File: config.mk
export PLATFORM = sky130hd
export DESIGN_NAME = prio_irq_ctrl
export DESIGN_NICKNAME = d
export VERILOG_FILES = /design/src/rtl/prio_irq_ctrl.sv
export SDC_FILE = /design/constraint.sdc
export NUM_CORES = 1
export LEC_CHECK = 0
export CAP_MARGIN = 20
export CORE_MARGIN = 1.5
export CORE_UTILIZATION = 52
export DETAILED_ROUTE_END_ITERATION = 12
export PLACE_DENSITY = 0.8
export SETUP_SLACK_MARGIN = 0.4
export SLEW_MARGIN = 20
export SYNTH_ARGS = -nofsm -noshare
export SYNTH_HDL_FRONTEND = slang
export SYNTH_SLANG_ARGS = --single-unit
File: constraint.sdc
create_clock -name clk -period 3.35 [get_ports clk]
set_input_delay 0.67 -clock clk [delete_from_list [all_inputs] [get_ports clk]]
set_output_delay 0.67 -clock clk [all_outputs]
set_load 0.005 [all_outputs]
File: src/rtl/prio_irq_ctrl.sv
module prio_irq_ctrl #(
  parameter int NIN = 8
) (
  input  logic           clk,
  input  logic           rst_n,
  input  logic           bus_wr,
  input  logic           bus_addr,
  input  logic [7:0]     bus_wdata,
  output logic [7:0]     bus_rdata,
  input  logic [NIN-1:0] irq_in,
  input  logic           is_master,
  output logic           int_out,
  input  logic           inta,
  output logic [7:0]     vec_out,
  output logic           vec_valid,
  input  logic [2:0]     cas_in,
  input  logic           cas_valid_in,
  output logic [2:0]     cas_out,
  output logic           cas_drive
);
  localparam int IW = $clog2(NIN);

  typedef enum logic [2:0] {S_IDLE, S_BASE, S_CASC, S_MODE, S_RUN} st_t;

  st_t            st;
  logic [NIN-1:0] irr, imr, isr;
  logic [7:0]     base, casw;
  logic           want_mode, aeoi, rd_isr;

  function automatic logic [IW-1:0] first_set(input logic [NIN-1:0] v);
    first_set = IW'(NIN - 1);
    for (int i = NIN - 1; i >= 0; i--)
      if (v[i]) first_set = IW'(i);
  endfunction

  wire            cmd_wr   = bus_wr && !bus_addr;
  wire            dat_wr   = bus_wr && bus_addr;
  wire            init_cmd = cmd_wr && bus_wdata[4];
  wire            eoi_cmd  = cmd_wr && (bus_wdata[7:3] == 5'b01100);
  wire [NIN-1:0]  pend     = irr & ~imr;
  wire [IW-1:0]   win      = first_set(pend);
  wire [IW-1:0]   top_svc  = first_set(isr);
  wire            int_raw  = (st == S_RUN) && (|pend) && ((isr == '0) || (win < top_svc));
  wire            to_slave = is_master && int_raw && casw[win];
  wire            picked   = is_master || (cas_valid_in && cas_in == casw[2:0]);
  wire            do_set   = inta && picked && int_raw && !aeoi;
  wire [NIN-1:0]  set_bits = do_set ? (NIN'(1) << win) : '0;
  wire [NIN-1:0]  clr_bits = eoi_cmd ? (NIN'(1) << bus_wdata[IW-1:0]) : '0;

  assign int_out   = int_raw;
  assign cas_drive = inta && to_slave;
  assign cas_out   = cas_drive ? 3'(win) : 3'd0;
  assign vec_valid = inta && picked && !to_slave;
  assign vec_out   = vec_valid ? {base[7:IW], int_raw ? win : IW'(NIN - 1)} : 8'h00;
  assign bus_rdata = bus_addr ? 8'(imr) : 8'(rd_isr ? isr : irr);

  always_ff @(posedge clk or negedge rst_n) begin
    if (!rst_n) begin
      irr <= '0;
      isr <= '0;
    end else begin
      irr <= irq_in;
      isr <= init_cmd ? '0 : ((isr & ~clr_bits) | set_bits);
    end
  end

  always_ff @(posedge clk or negedge rst_n) begin
    if (!rst_n) begin
      st        <= S_IDLE;
      imr       <= '1;
      base      <= 8'h00;
      casw      <= 8'h00;
      want_mode <= 1'b0;
      aeoi      <= 1'b0;
      rd_isr    <= 1'b0;
    end else if (init_cmd) begin
      st        <= S_BASE;
      imr       <= '0;
      want_mode <= bus_wdata[0];
      aeoi      <= 1'b0;
      rd_isr    <= 1'b0;
    end else if (dat_wr) begin
      case (st)
        S_BASE: begin base <= bus_wdata; st <= S_CASC; end
        S_CASC: begin casw <= bus_wdata; st <= want_mode ? S_MODE : S_RUN; end
        S_MODE: begin aeoi <= bus_wdata[1]; st <= S_RUN; end
        default: imr <= bus_wdata[NIN-1:0];
      endcase
    end else if (cmd_wr) begin
      if (bus_wdata == 8'h0A) rd_isr <= 1'b0;
      else if (bus_wdata == 8'h0B) rd_isr <= 1'b1;
    end
  end


  ready_gate_chk: assert property (@(posedge clk) disable iff (!rst_n)
    (st != S_RUN) |-> !int_out);


  init_clear_chk: assert property (@(posedge clk) disable iff (!rst_n)
    init_cmd |=> (imr == '0 && isr == '0 && !rd_isr));


  eoi_clear_chk: assert property (@(posedge clk) disable iff (!rst_n)
    (eoi_cmd && !inta) |=> !isr[$past(bus_wdata[IW-1:0])]);


  ack_set_chk: assert property (@(posedge clk) disable iff (!rst_n)
    (inta && is_master && int_out && !aeoi && !bus_wr) |=> isr[$past(win)]);


  auto_keep_chk: assert property (@(posedge clk) disable iff (!rst_n)
    (inta && aeoi && !bus_wr) |=> $stable(isr));


  spurious_keep_chk: assert property (@(posedge clk) disable iff (!rst_n)
    (inta && !int_out && !bus_wr) |=> $stable(isr));


  cas_role_chk: assert property (@(posedge clk) disable iff (!rst_n)
    cas_drive |-> (is_master && !vec_valid));
endmodule

==> results_dict.tcl, run 1 <==
set metrics [dict create \
    via_count 2555 \
    violations "design-rule violations, negative setup slack" \
    internal-power_mw 1.36 \
    cts_tree "built" \
    antenna_found_initial 0 \
    fin_crit_ns 3.42 \
    finalHoldViolations 0 \
    worst_slack_ns -0.0723 \
    via_per_inst 6.19 \
    ant_nets 0 \
    syn_nets 289 \
    required_ns 2.68 \
    antenna_cells 0 \
    power_density_nw_per_um2 550 \
    gp_congestion 1.00 \
    synth_area_sq_um 2460 \
    met3_usage_pct 6.47 \
    routedWlPerCell_microns 20.1 \
    p_leak_nw 1.63 \
    finalPower_mw 2.03 \
    numCtsBuffers 5 \
    worstSkewPairLatency_ns 0.29 \
    syn_area_per_cell_sq_um 9.42 \
    switching_power_uw 672 \
    met1_usage_pct 40.8 \
    fp.coreArea_sq_um 4440 \
    grt_pass1_vias 2402 \
    ys_seq_area_share_pct 44.2 \
    grt.overflow.total 0 \
    synth-edff-count 0 \
    grt_start_max_net_pins 44 \
    worst_pin_slew_ns 0.948 \
    syn_inst 261 \
    dp_hpwl_microns 5160 \
    pwr-share-seq_pct 37.5 \
    clk_pin_slew_ns 0.08 \
    power.share.clock_pct 20.5 \
    first_pass_iters 9 \
    drc 2 \
    dp_slack_ns -0.131 \
    max_freq_mhz 292 \
    pwr-share-comb_pct 42.0 \
    relSlewSlack_pct 36.7 \
    maxCapViolCount 0 \
    setup_violations 9 \
    groute.usage.overall_pct 30.8 \
    swShare_pct 33.1 \
    layout.nets 388 \
    status "finished with violations" \
    end_kind "output pin" \
    synth-seq-cells 43 \
    drive_above_1_share_pct 37.4 \
    die_h_microns 71.8 \
    crit_arrival_ns 2.75 \
    peakVddDrop_mv 0.322 \
    cts_sinks 43 \
    rows 24 \
    ctsHtreeMaxLevel 2 \
    area_growth_pct 50.3 \
    drv_slew 0 \
    totalWireLength_microns 8300 \
    final.period_utilization_pct 102 \
    top_usage_layer "met2" \
    dieArea_sq_um 5150 \
    crit_fanout 3 \
    yosys_warnings 0 \
    use_met2_pct 50.8 \
    ys.flop_type "dfrtp_1" \
    io_pins 48 \
    hp-class "input port to async pin" \
    grt_pass1_wl_microns 12200 \
    rsz0062_at_grt "true" \
    clockRootBuffer "clkbuf_8" \
    drt-initial-drc-count 240 \
    chipWidth_microns 71.8 \
    cts_buffer_depth 2 \
    synthArstFlopShare_pct 100 \
    crit_type "register to output pin" \
    start_util_pct 55.3 \
    synthDistinctLibCells 48 \
    finClkSkew_ns 0.00620 \
    io_buffer_count 47 \
    start_kind "register" \
]
==> kinds of logic (layout without fill, tap and decap cells) <==
kind of cell	count (synthesis)	after routing	share of synthesized area, %
AND/OR/NAND/NOR	100	100	20.1
multiplexers	25	25	10.8
AO/OA/AOI/OAI	67	67	19.6
adder cells (fa/ha/maj)	2	2	1.02
XOR/XNOR	3	3	1.07
flip-flops	43	43	44.2
buffers and inverters	21	121	3.20
==> layout make-up <==
class                   instances  area [sq um]
clock buffers                   6          82.6
fillers                       254           748
well taps                      52          65.1
repair buffers                100           875
inverters                      13          48.8
multi-input cells             197          1500
clock inverters                 2          35.0
flip-flops and latches         43          1090
==> per-stage QoR <==
| step | instances | utilization, % | setup TNS, ns | hold slack [ns] | instance area (sq um) |
|---|---|---|---|---|---|
| 3_5_place_dp | 375 | 70.5 | -0.909 | 0.500 | 3130 |
| 3_3_place_gp | 375 | 70.5 | -0.258 | 0.489 | 3130 |
| 4_1_cts | 402 | 79.3 | -0.00971 | 0.520 | 3520 |
| 5_1_grt | 413 | 83.2 | -1.56 | 0.541 | 3700 |
| 2_1_floorplan | 261 | - | 0 | 0.374 | 2460 |
| 6_report | 413 | 83.2 | -0.421 | 0.517 | 3700 |
==> sequential cells by signal (all words and copies together), names as in the netlist <==
signal,count
aeoi,1
base,5
casw,8
imr,8
irr,8
isr,8
rd_isr,1
st,3
want_mode,1
==> layer usage <==
| layer | wire, microns | up-vias |
|---|---|---|
| met5 | 0 | - |
| met4 | 294 | 0 |
| met3 | 677 | 34 |
| met2 | 4110 | 153 |
| met1 | 3220 | 1230 |
| li1 | - | 1138 |
==> path summary, 6_finish.rpt <==
kind	startpoint	to	slack, ns	cells past startpoint
max	imr[2]	vec_out[2]	-0.07	13
min reg2reg	base[6]	base[6]	0.52	1
min in group clk	base[6]	base[6]	0.52	1
max reg2reg	imr[5]	isr[5]	0.74	11
min	rst_n	irr[1]	0.52	1
max in group asynchronous	rst_n	casw[2]	2.26	1
==> cells in the mapped netlist (3+ instances only) <==
cell	count	area share (%)
dfstp_2	8	8.5
a211oi_1	4	1.2
nor2b_1	6	1.5
dfrtp_1	35	36
nand2b_1	8	2.0
o211ai_1	7	2.1
nor2_1	25	3.8
o31ai_1	7	2.1
mux2i_1	12	4.9
nand2_1	29	4.4
o21ai_0	23	4.7
xnor2_1	3	1.1
nor3_1	6	1.2
nand3_1	12	2.4
mux2_2	13	6.0
inv_1	12	1.8
clkbuf_1	8	1.2
a21oi_1	4	0.81
==> power by group through the flow <==
stage,sequential [mW],clock [mW],combinational (mW)
2_1_floorplan,0.732,0,0.358
3_3_place_gp,0.752,0,0.612
3_5_place_dp,0.760,0,0.627
4_1_cts,0.752,0.422,0.749
5_1_grt,0.774,0.443,0.906
6_report,0.761,0.417,0.853
==> critical path, stage by stage, from the launching register on <==
cell and delay (ns):
dfstp_2 0.56, nand2b_4 0.13, o211ai_1 0.10, nand2_1 0.14
inv_2 0.07, ha_4 0.26, o21a_1 0.17, o22ai_4 0.09
a31oi_4 0.26, nor2_4 0.08, buf_6 0.13, buf_6 0.11
a211oi_2 0.19, buf_2 0.15
==> cell usage in the layout (no fill, tap or decap), types with 3 or more instances in the layout <==
master / Yosys / layout
buf_4: 0 / 37
inv_1: 12 / 11
nor3_1: 6 / 4
a21oi_1: 4 / 4
buf_6: 0 / 19
o31ai_1: 7 / 7
dfrtp_1: 35 / 35
o21ai_0: 23 / 22
buf_2: 0 / 12
nand2b_1: 8 / 6
o211ai_1: 7 / 7
xnor2_1: 3 / 3
nor2b_2: 0 / 3
clkbuf_8: 0 / 6
nor2_1: 25 / 20
nand2_1: 29 / 29
nor2_4: 0 / 3
dfstp_2: 8 / 8
nand3_1: 12 / 12
mux2_2: 13 / 13
nand2b_4: 1 / 3
clkdlybuf4s50_1: 0 / 31
mux2i_1: 12 / 12
==> timing repair <==
action / 4_1_cts / 5_1_grt
endpoints found under the hold margin: 0 / 0
buffers inserted: 19 / 11
setup endpoints to repair: 14 / 22
resized for setup: 96 / 19
hold buffers: 0 / 0
pin swaps: 23 / 10
(Power assumes the default switching activity.)
==> inputs of run 2 (changes only) <==
--- a/config.mk
+++ b/config.mk
@@ -7,9 +7,10 @@
 export LEC_CHECK = 0
 export CAP_MARGIN = 20
 export CORE_MARGIN = 1.5
-export CORE_UTILIZATION = 52
+export CORE_UTILIZATION = 54
+export CTS_BUF_LIST = sky130_fd_sc_hd__clkbuf_2 sky130_fd_sc_hd__clkbuf_4 sky130_fd_sc_hd__clkbuf_8
 export DETAILED_ROUTE_END_ITERATION = 12
-export PLACE_DENSITY = 0.8
+export PLACE_DENSITY = 0.83
 export SETUP_SLACK_MARGIN = 0.4
 export SLEW_MARGIN = 20
 export SYNTH_ARGS = -nofsm -noshare
==> run 2 against run 1 <==
Against the previous run: the run ends with negative setup slack left; sequential share of layout area grew 1.3 points; register-to-register slack is essentially flat; fmax decreased by 2.2%; clock-buffer cell count rose by 2; global-route usage is 1.9 points higher; combinational power fell by 12%; total power decreased by 7.2%; design area fell by 4.1%; clock skew shrank 0.0024 ns; critical path type unchanged; critical endpoint is now vec_out[0].
==> results_dict.tcl, run 2 (same netlist as run 1, synthesis figures left out) <==
set metrics [dict create \
    area_growth_pct 44.0 \
    seq_area_sq_um 1090 \
    ant_nets 0 \
    groute.usage.overall_pct 32.7 \
    antenna_cells 0 \
    worstSkewPairLatency_ns 0.30 \
    finClkSkew_ns 0.00380 \
    violations "negative setup slack" \
    setup_violations 10 \
    cp_common_cell "buf_6" \
    drc 0 \
    worst_slack_ns -0.151 \
    final.period_utilization_pct 104 \
    grt_start_max_net_pins 44 \
    die_h_microns 70.5 \
    crit_fanout 7 \
    clk_pin_slew_ns 0.08 \
    dieArea_sq_um 4970 \
    drive_above_1_share_pct 35.3 \
    layout_commonest_cell "buf_4" \
    cts_tree "built" \
    totalWireLength_microns 7980 \
    cts_sinks 43 \
    gp_congestion 0.989 \
    internal-power_mw 1.25 \
    io_buffer_count 47 \
    peakVddDrop_mv 0.410 \
    drt-initial-drc-count 226 \
    clockRootBuffer "clkbuf_8" \
    max_freq_mhz 286 \
    status "finished with violations" \
    layout.nets 381 \
    fin_setup_tns_ns -0.766 \
    crit_buf_inv 5 \
    numCtsBuffers 5 \
    grt_pass1_wl_microns 12500 \
    grt_pass1_vias 2566 \
    ctsHtreeMaxLevel 2 \
    pwr-share-comb_pct 39.7 \
    hp-class "input port to async pin" \
    chipWidth_microns 70.5 \
    finalPower_mw 1.88 \
    cpPeakStageDelay_ns 0.56 \
    required_ns 2.68 \
    fp.coreArea_sq_um 4350 \
    relSlewSlack_pct 33.8 \
    via_count 2536 \
    cts_buffer_depth 2 \
    grt.overflow.total 0 \
    via_per_inst 6.25 \
    antenna_found_initial 0 \
    start_kind "register" \
    worst_pin_slew_ns 0.991 \
    layout_common_cells "36 x buf_4, 35 x dfrtp_1, 31 x clkdlybuf4s50_1, 29 x nand2_1, 22 x o21ai_0" \
    path_delay_family "compound AO/OA/AOI/OAI gates" \
    power_density_nw_per_um2 532 \
    hold_buffers 0 \
    dp_hpwl_microns 5280 \
    fillers 261 \
    io_pins 48 \
    pwr-share-seq_pct 40.6 \
    first_pass_iters 5 \
    crit_type "register to output pin" \
    crit_arrival_ns 2.83 \
    power.share.clock_pct 19.7 \
    end_kind "output pin" \
    switching_power_uw 637 \
    rsz0062_at_grt "true" \
    finalHoldViolations 0 \
    start_util_pct 56.5 \
    maxCapViolCount 0 \
    fin_crit_ns 3.50 \
    drv_slew 0 \
    p_leak_nw 1.58 \
    cpMaxStageDelayCell "dfstp_2" \
    swShare_pct 33.8 \
    path_cells "nor2b_4 > o211ai_1 > nand2_1 > inv_2 > ha_4 > o21a_1 > o22ai_2 > buf_4 > a31oi_4 > a2111oi_4 > buf_6 > buf_6 > a211oi_2 > buf_2" \
    routedWlPerCell_microns 19.7 \
    rows 24 \
    multi_input_comb_area_sq_um 1450 \
]
-- run 2: cell types whose count changed in the layout (fill, tap and decap cells not counted), sizes merged --
cell	previous run	this run
bufinv	1	0
buf	68	60
clkdlybuf4s15	0	1
clkbuf	6	8
clkinv	1	0
-- run 2: what timing repair did --
action | CTS | global route
setup endpoints to repair | 14 | 22
gates resized for setup | 87 | 11
pin swaps | 20 | 7
setup buffers | 20 | 4
-- run 2: path summary, 6_finish.rpt --
path	startpoint	end	slack, ns	cells past startpoint
max in group asynchronous	rst_n	st[0]	2.26	1
worst min register to register	base[4]	base[4]	0.51	1
min in group clk	base[4]	base[4]	0.51	1
worst max register to register	imr[4]	isr[5]	0.74	11
worst max-delay path	imr[4]	vec_out[0]	-0.15	14
worst min-delay path	rst_n	irr[2]	0.51	1
-- run 2: layout make-up --
class                      count  area share, %
multi-input combinational    197           40.8
sequential                    43           30.6
timing repair buffer          93           22.4
clock buffer                   8           2.93
tap                           52           1.84
inverter                      13           1.38
-- run 2: power groups by stage --
stage	Sequential (mW)	Clock (mW)	Combinational (mW)
finish	0.765	0.372	0.748
global route	0.778	0.394	0.801
CTS	0.758	0.374	0.708
detailed placement	0.762	0	0.620
global placement	0.753	0	0.600
floorplan	0.732	0	0.358
-- run 2: through the flow --
stage	hold slack [ns]	instances	area (sq um)	worst slack, ns	util [%]
floorplan	0.374	261	2460	0.483	-
global placement	0.490	374	3130	-0.0975	71.8
detailed placement	0.495	374	3130	-0.138	71.8
CTS	0.512	402	3510	-0.0142	80.5
global route	0.529	406	3540	-0.275	81.4
finish	0.513	406	3540	-0.151	81.4
-- run 2: per-layer routing --
layer  track usage (%)  up-vias  share of wire [%]  wire length [microns]
met5                 0        -                  0                      0
met4              13.0        0                3.6                    284
met3              6.20       32                6.3                    506
met2              54.1      143                 50                   3960
met1              42.2     1233                 41                   3230
li1                  -     1128                  -                      -
